## src/rtl/mc_ctrl_pkg.sv

```systemverilog
package mc_ctrl_pkg;

  localparam int PHASE_W = 4;

  typedef enum logic [PHASE_W-1:0] {
    PH_FETCH   = 4'd0,
    PH_DECODE  = 4'd1,
    PH_ADDR    = 4'd2,
    PH_MEMRD   = 4'd3,
    PH_LDWB    = 4'd4,
    PH_MEMWR   = 4'd5,
    PH_EXEC    = 4'd6,
    PH_RWB     = 4'd7,
    PH_BRANCH  = 4'd8
  } phase_e;

  typedef enum logic [2:0] {
    CL_RTYPE,
    CL_LOAD,
    CL_STORE,
    CL_BRANCH,
    CL_OTHER
  } instr_class_e;

  typedef struct packed {
    logic       pc_wr;
    logic       pc_wr_cond;
    logic       mem_addr_sel;
    logic       mem_rd;
    logic       mem_wr;
    logic       ir_ld;
    logic       wb_data_sel;
    logic       pc_next_sel;
    logic [1:0] alu_mode;
    logic       alu_a_sel;
    logic [1:0] alu_b_sel;
    logic       rf_wr;
    logic       rf_dst_sel;
  } ctrl_word_t;

  localparam logic [1:0] ALU_ADD   = 2'd0;
  localparam logic [1:0] ALU_SUB   = 2'd1;
  localparam logic [1:0] ALU_FUNCT = 2'd2;

  localparam logic [1:0] SRCB_REG  = 2'd0;
  localparam logic [1:0] SRCB_FOUR = 2'd1;
  localparam logic [1:0] SRCB_IMM  = 2'd2;
  localparam logic [1:0] SRCB_IMMS = 2'd3;

endpackage

```

## src/rtl/mc_opc_decode.sv

```systemverilog
module mc_opc_decode
  import mc_ctrl_pkg::*;
#(
  parameter int               OPC_W      = 6,
  parameter logic [OPC_W-1:0] OPC_RTYPE  = 6'h00,
  parameter logic [OPC_W-1:0] OPC_LOAD   = 6'h23,
  parameter logic [OPC_W-1:0] OPC_STORE  = 6'h2B,
  parameter logic [OPC_W-1:0] OPC_BRANCH = 6'h04
) (
  input  logic [OPC_W-1:0] opcode,
  output instr_class_e     cls
);

  always_comb begin
    if (opcode == OPC_RTYPE)       cls = CL_RTYPE;
    else if (opcode == OPC_LOAD)   cls = CL_LOAD;
    else if (opcode == OPC_STORE)  cls = CL_STORE;
    else if (opcode == OPC_BRANCH) cls = CL_BRANCH;
    else                           cls = CL_OTHER;
  end

endmodule

```

## src/rtl/mc_next_phase.sv

```systemverilog
module mc_next_phase
  import mc_ctrl_pkg::*;
(
  input  phase_e       cur,
  input  instr_class_e cls,
  output phase_e       nxt
);

  always_comb begin
    nxt = PH_FETCH;
    case (cur)
      PH_FETCH: nxt = PH_DECODE;
      PH_DECODE: begin
        case (cls)
          CL_LOAD, CL_STORE: nxt = PH_ADDR;
          CL_RTYPE:          nxt = PH_EXEC;
          CL_BRANCH:         nxt = PH_BRANCH;
          default:           nxt = PH_FETCH;
        endcase
      end
      PH_ADDR: begin
        case (cls)
          CL_LOAD:  nxt = PH_MEMRD;
          CL_STORE: nxt = PH_MEMWR;
          default:  nxt = PH_FETCH;
        endcase
      end
      PH_MEMRD: nxt = PH_LDWB;
      PH_EXEC:  nxt = PH_RWB;
      default:  nxt = PH_FETCH;
    endcase
  end

endmodule

```

## src/rtl/mc_ctrl_outputs.sv

```systemverilog
module mc_ctrl_outputs
  import mc_ctrl_pkg::*;
(
  input  phase_e     cur,
  output ctrl_word_t ctrl
);

  always_comb begin
    ctrl = '0;
    case (cur)
      PH_FETCH: begin
        ctrl.mem_rd    = 1'b1;
        ctrl.ir_ld     = 1'b1;
        ctrl.pc_wr     = 1'b1;
        ctrl.alu_b_sel = SRCB_FOUR;
        ctrl.alu_mode  = ALU_ADD;
      end
      PH_DECODE: begin
        ctrl.alu_b_sel = SRCB_IMMS;
        ctrl.alu_mode  = ALU_ADD;
      end
      PH_ADDR: begin
        ctrl.alu_a_sel = 1'b1;
        ctrl.alu_b_sel = SRCB_IMM;
        ctrl.alu_mode  = ALU_ADD;
      end
      PH_MEMRD: begin
        ctrl.mem_rd       = 1'b1;
        ctrl.mem_addr_sel = 1'b1;
      end
      PH_LDWB: begin
        ctrl.rf_wr       = 1'b1;
        ctrl.wb_data_sel = 1'b1;
      end
      PH_MEMWR: begin
        ctrl.mem_wr       = 1'b1;
        ctrl.mem_addr_sel = 1'b1;
      end
      PH_EXEC: begin
        ctrl.alu_a_sel = 1'b1;
        ctrl.alu_b_sel = SRCB_REG;
        ctrl.alu_mode  = ALU_FUNCT;
      end
      PH_RWB: begin
        ctrl.rf_wr      = 1'b1;
        ctrl.rf_dst_sel = 1'b1;
      end
      PH_BRANCH: begin
        ctrl.alu_a_sel   = 1'b1;
        ctrl.alu_b_sel   = SRCB_REG;
        ctrl.alu_mode    = ALU_SUB;
        ctrl.pc_wr_cond  = 1'b1;
        ctrl.pc_next_sel = 1'b1;
      end
      default: ctrl = '0;
    endcase
  end

endmodule

```

## src/rtl/mc_ctrl_fsm.sv

```systemverilog
module mc_ctrl_fsm
  import mc_ctrl_pkg::*;
#(
  parameter int               OPC_W      = 6,
  parameter logic [OPC_W-1:0] OPC_RTYPE  = 6'h00,
  parameter logic [OPC_W-1:0] OPC_LOAD   = 6'h23,
  parameter logic [OPC_W-1:0] OPC_STORE  = 6'h2B,
  parameter logic [OPC_W-1:0] OPC_BRANCH = 6'h04
) (
  input  logic             clk,
  input  logic             rst,
  input  logic [OPC_W-1:0] opcode,
  output logic             pc_wr,
  output logic             pc_wr_cond,
  output logic             mem_addr_sel,
  output logic             mem_rd,
  output logic             mem_wr,
  output logic             ir_ld,
  output logic             wb_data_sel,
  output logic             pc_next_sel,
  output logic [1:0]       alu_mode,
  output logic             alu_a_sel,
  output logic [1:0]       alu_b_sel,
  output logic             rf_wr,
  output logic             rf_dst_sel
);

  phase_e       phase_q;
  phase_e       phase_d;
  instr_class_e cls;
  ctrl_word_t   ctrl;

  mc_opc_decode #(
    .OPC_W      (OPC_W),
    .OPC_RTYPE  (OPC_RTYPE),
    .OPC_LOAD   (OPC_LOAD),
    .OPC_STORE  (OPC_STORE),
    .OPC_BRANCH (OPC_BRANCH)
  ) u_dec (
    .opcode (opcode),
    .cls    (cls)
  );

  mc_next_phase u_nxt (
    .cur (phase_q),
    .cls (cls),
    .nxt (phase_d)
  );

  mc_ctrl_outputs u_out (
    .cur  (phase_q),
    .ctrl (ctrl)
  );

  always_ff @(posedge clk) begin
    if (rst) phase_q <= PH_FETCH;
    else     phase_q <= phase_d;
  end

  assign pc_wr        = ctrl.pc_wr;
  assign pc_wr_cond   = ctrl.pc_wr_cond;
  assign mem_addr_sel = ctrl.mem_addr_sel;
  assign mem_rd       = ctrl.mem_rd;
  assign mem_wr       = ctrl.mem_wr;
  assign ir_ld        = ctrl.ir_ld;
  assign wb_data_sel  = ctrl.wb_data_sel;
  assign pc_next_sel  = ctrl.pc_next_sel;
  assign alu_mode     = ctrl.alu_mode;
  assign alu_a_sel    = ctrl.alu_a_sel;
  assign alu_b_sel    = ctrl.alu_b_sel;
  assign rf_wr        = ctrl.rf_wr;
  assign rf_dst_sel   = ctrl.rf_dst_sel;

endmodule

```

## config.mk

```make
export PLATFORM = sky130hd
export DESIGN_NAME = mc_ctrl_fsm
export DESIGN_NICKNAME = d
export VERILOG_FILES = /design/src/rtl/mc_ctrl_pkg.sv /design/src/rtl/mc_opc_decode.sv /design/src/rtl/mc_next_phase.sv /design/src/rtl/mc_ctrl_outputs.sv /design/src/rtl/mc_ctrl_fsm.sv
export SDC_FILE = /design/constraint.sdc
export NUM_CORES = 1
export LEC_CHECK = 0
export BUFFER_PORTS_ARGS = -buffer_cell sky130_fd_sc_hd__buf_2
export CAP_MARGIN = 10
export CORE_AREA = 2 2 39 41
export DETAILED_ROUTE_END_ITERATION = 7
export DIE_AREA = 0 0 41 43
export GPL_ROUTABILITY_DRIVEN = 0
export PLACE_DENSITY_LB_ADDON = 0.1
export REMOVE_ABC_BUFFERS = 1
export SETUP_SLACK_MARGIN = 0.15
export SLEW_MARGIN = 10
export SYNTH_ARGS = -nofsm -noshare
export SYNTH_HDL_FRONTEND = slang
export SYNTH_SLANG_ARGS = --single-unit
```

## constraint.sdc

```tcl
create_clock -name clk -period 1.6 [get_ports clk]
set_input_delay 0.32 -clock clk [delete_from_list [all_inputs] [get_ports clk]]
set_output_delay 0.32 -clock clk [all_outputs]
set_load 0.005 [all_outputs]
```

==> qor.txt <==
mapped cell area: 417.9 sq um
Overflow after GRT: 0
insertion delay to the later sink of the worst-skew pair: 0.23 ns
Worst Max-Slew Pin Slew: 0.2655 ns
CP startpoint: phase_q[2]
commonest non-fill, non-tap cell in the layout: buf_2
initial antenna violation count: 0
share of post-route cells with drive strength above 1: 65.82%
drc violations: 0
Slew Viols, Final: 0
total track usage: 13.76%
required time worst endpoint: 1.28 ns
period utilization: 93.13%
Die ar.: 0.001763 sq mm
final period demand of the worst path: 1.490 ns
syn_area_per_cell: 8.037 sq um
status: completed
post-route ant nets: 0
Peak Freq: 671.1 MHz
vias in the first global route: 428
hold wc startpoint: opcode[4]
Final setup viols: 0
R2R setup slack: 0.22 ns
maximum VDD drop: 0.4055 mV
CTS clk-pin slew, worst paths: 0.04 ns
CTS tree: done
Ys Warns: 0
worst setup path class: register to output pin
H-tree levels: 1
r2r endpoint: phase_q[2]
drt pass-1 iters: 4
Biggest register: phase_q
Clock Tree Buf Depth: 2
area grow syn2layout: 62.87%
PortBufs: 22
critical path endpoint: rf_wr
cell leakage power: 0.0002939 uW
RSZ-0062 raised after global routing: true
number of cell rows: 14
FF+latch count, synth: 4
first-pass GRT wire length: 1669 um
DPL Wire Length: 769.7 um
CP Capture Type: output pin
grt met1 use: 15.11%
placement-stage cell area: 519.2 sq um
final hold slack: 0.3345 ns
max-cap check violation count: 0
most frequent cells in the layout: buf_2 (22), buf_4 (6), nor2_1 (4), nor3_1 (4), dfxtp_4 (4)
crit-path cells: inv_4 -> nor2_4 -> and3_4 -> or2_1 -> buf_2
final hold violation count: 0
WL final: 1073 um
CP max-delay cell: dfxtp_4
Unique masters post-synth: 28
WP data arrival: 1.17 ns
Routed WL per cell: 11.29 um
met3 Use GR: 5.236%
Largest regs: phase_q (4)
CORE AREA: 0.001384 sq mm
Top Ports: 23
pin count of the biggest net entering global routing: 16
Clock Tree Root: clkbuf_4
relative slew slack: 82.16%
vias per inst: 5.074
Hold Path Class: input port to register
FF-to-FF path depth: 6
Sink Count: 4
post-route cell area: 680.7 sq um
DR vias: 482
total power: 285.1 uW
register area share after synthesis: 19.16%
Gate Count Post-Synth: 52
Crit Path Max Fanout: 3
Critical Path Max Stage Delay: 0.35 ns
R2R Path Start: phase_q[2]
GRT met2 Usage: 22.50%
Initial Util: 30.20%
Die Ht: 43 um
slack of the critical path: 0.1099 ns
max FFs per register: 4
dpl ws: 0.1777 ns
Num CTS Buffers: 3
Clock Skews: 0.0005128 ns
busiest grt layer: met2
antenna cells: 0
die span in x: 41 um
PwrDens: 418.9 mW/mm^2
Critical Path Start Type: register
initial DRC count: 9
# nets final: 89
setup TNS: 0 ns
## repair_timing
| action | 4_1_cts | 5_1_grt |
|---|---|---|
| hold buffers | 0 | 0 |
| endpoints found under the setup margin | 13 | 11 |
| pin swaps | 1 | 2 |
| resized for setup | 12 | 13 |
| buffers inserted | 4 | 2 |
## cells by family after synthesis
group / count (synthesis) / synth area share [%]
AO/OA/AOI/OAI: 6 / 11.68
XOR/XNOR: 3 / 6.289
buffers and inverters: 7 / 11.38
flip-flops: 4 / 19.16
multiplexers: 1 / 2.395
AND/OR/NAND/NOR: 31 / 49.10
## Yosys cell counts
cell type  count  share of area, %
nor4_4         1               5.1
nand3_1        2               2.4
nand2b_1       2               3.0
buf_2          2               2.4
nor4_1         2               3.0
nand2_1        2               1.8
o41ai_2        1               3.9
a31oi_1        1               1.5
nor4b_1        2               4.2
nor3_2         1               2.4
nor3b_2        1               3.0
nand4b_1       1               2.1
nor3b_1        2               3.6
buf_4          3               5.4
dfxtp_1        4                19
xnor2_1        2               4.2
and3_1         2               3.0
nor2_1         6               5.4
a41oi_1        1               2.1
o31ai_1        1               1.8
inv_2          1              0.90
nor3_1         5               6.0
mux2i_1        1               2.4
or2_1          1               1.5
xor2_1         1               2.1
nor2_4         1               2.7
o21ai_0        2               2.4
buf_6          1               2.7
## worst max-delay path: cells and delay by family (launching register included)
family / cells / cell delay [ns]
and+or+nand+nor: 3 / 0.41
buffers and inverters: 2 / 0.18
DFF: 1 / 0.35
## layout make-up
type	count	area [sq um]
fill	139	703.2
multi-input combinational	41	359.1
timing repair buffer	30	177.7
sequential	4	95.09
clock buffer	3	22.52
tap	16	20.02
inverter	1	6.256
## per-layer routing
metal	up-vias	wire, um
li1	244	-
met1	219	430
met2	19	557
met3	0	85
met4	0	0
met5	-	0
## power by group
group / internal [uW] / leakage, uW / switching (uW) / total (uW)
clock network: 83.7 / 0.0000138 / 38.2 / 122
registers: 97.8 / 0.0000355 / 10.6 / 108
logic: 29.1 / 0.000245 / 25.7 / 54.9
total: 211 / 0.000294 / 74.5 / 285
## through the flow
step | utilization [%] | cells
after detailed placement | 37.52 | 86
after floorplan | - | 46
after CTS | 44.03 | 93
final | 49.19 | 95
after global routing | 49.19 | 95
after global placement | 37.52 | 86
## worst min-delay path by stage
stage / endpoint / slack, ns / depth (start not counted)
floorplan: phase_q[2] / 0.42 / 1
global placement: phase_q[2] / 0.58 / 2
detailed placement: phase_q[2] / 0.59 / 2
CTS: phase_q[2] / 0.33 / 2
global route: phase_q[2] / 0.35 / 2
finish: phase_q[2] / 0.33 / 2
Note: power is estimated with default switching activity, not from simulation.
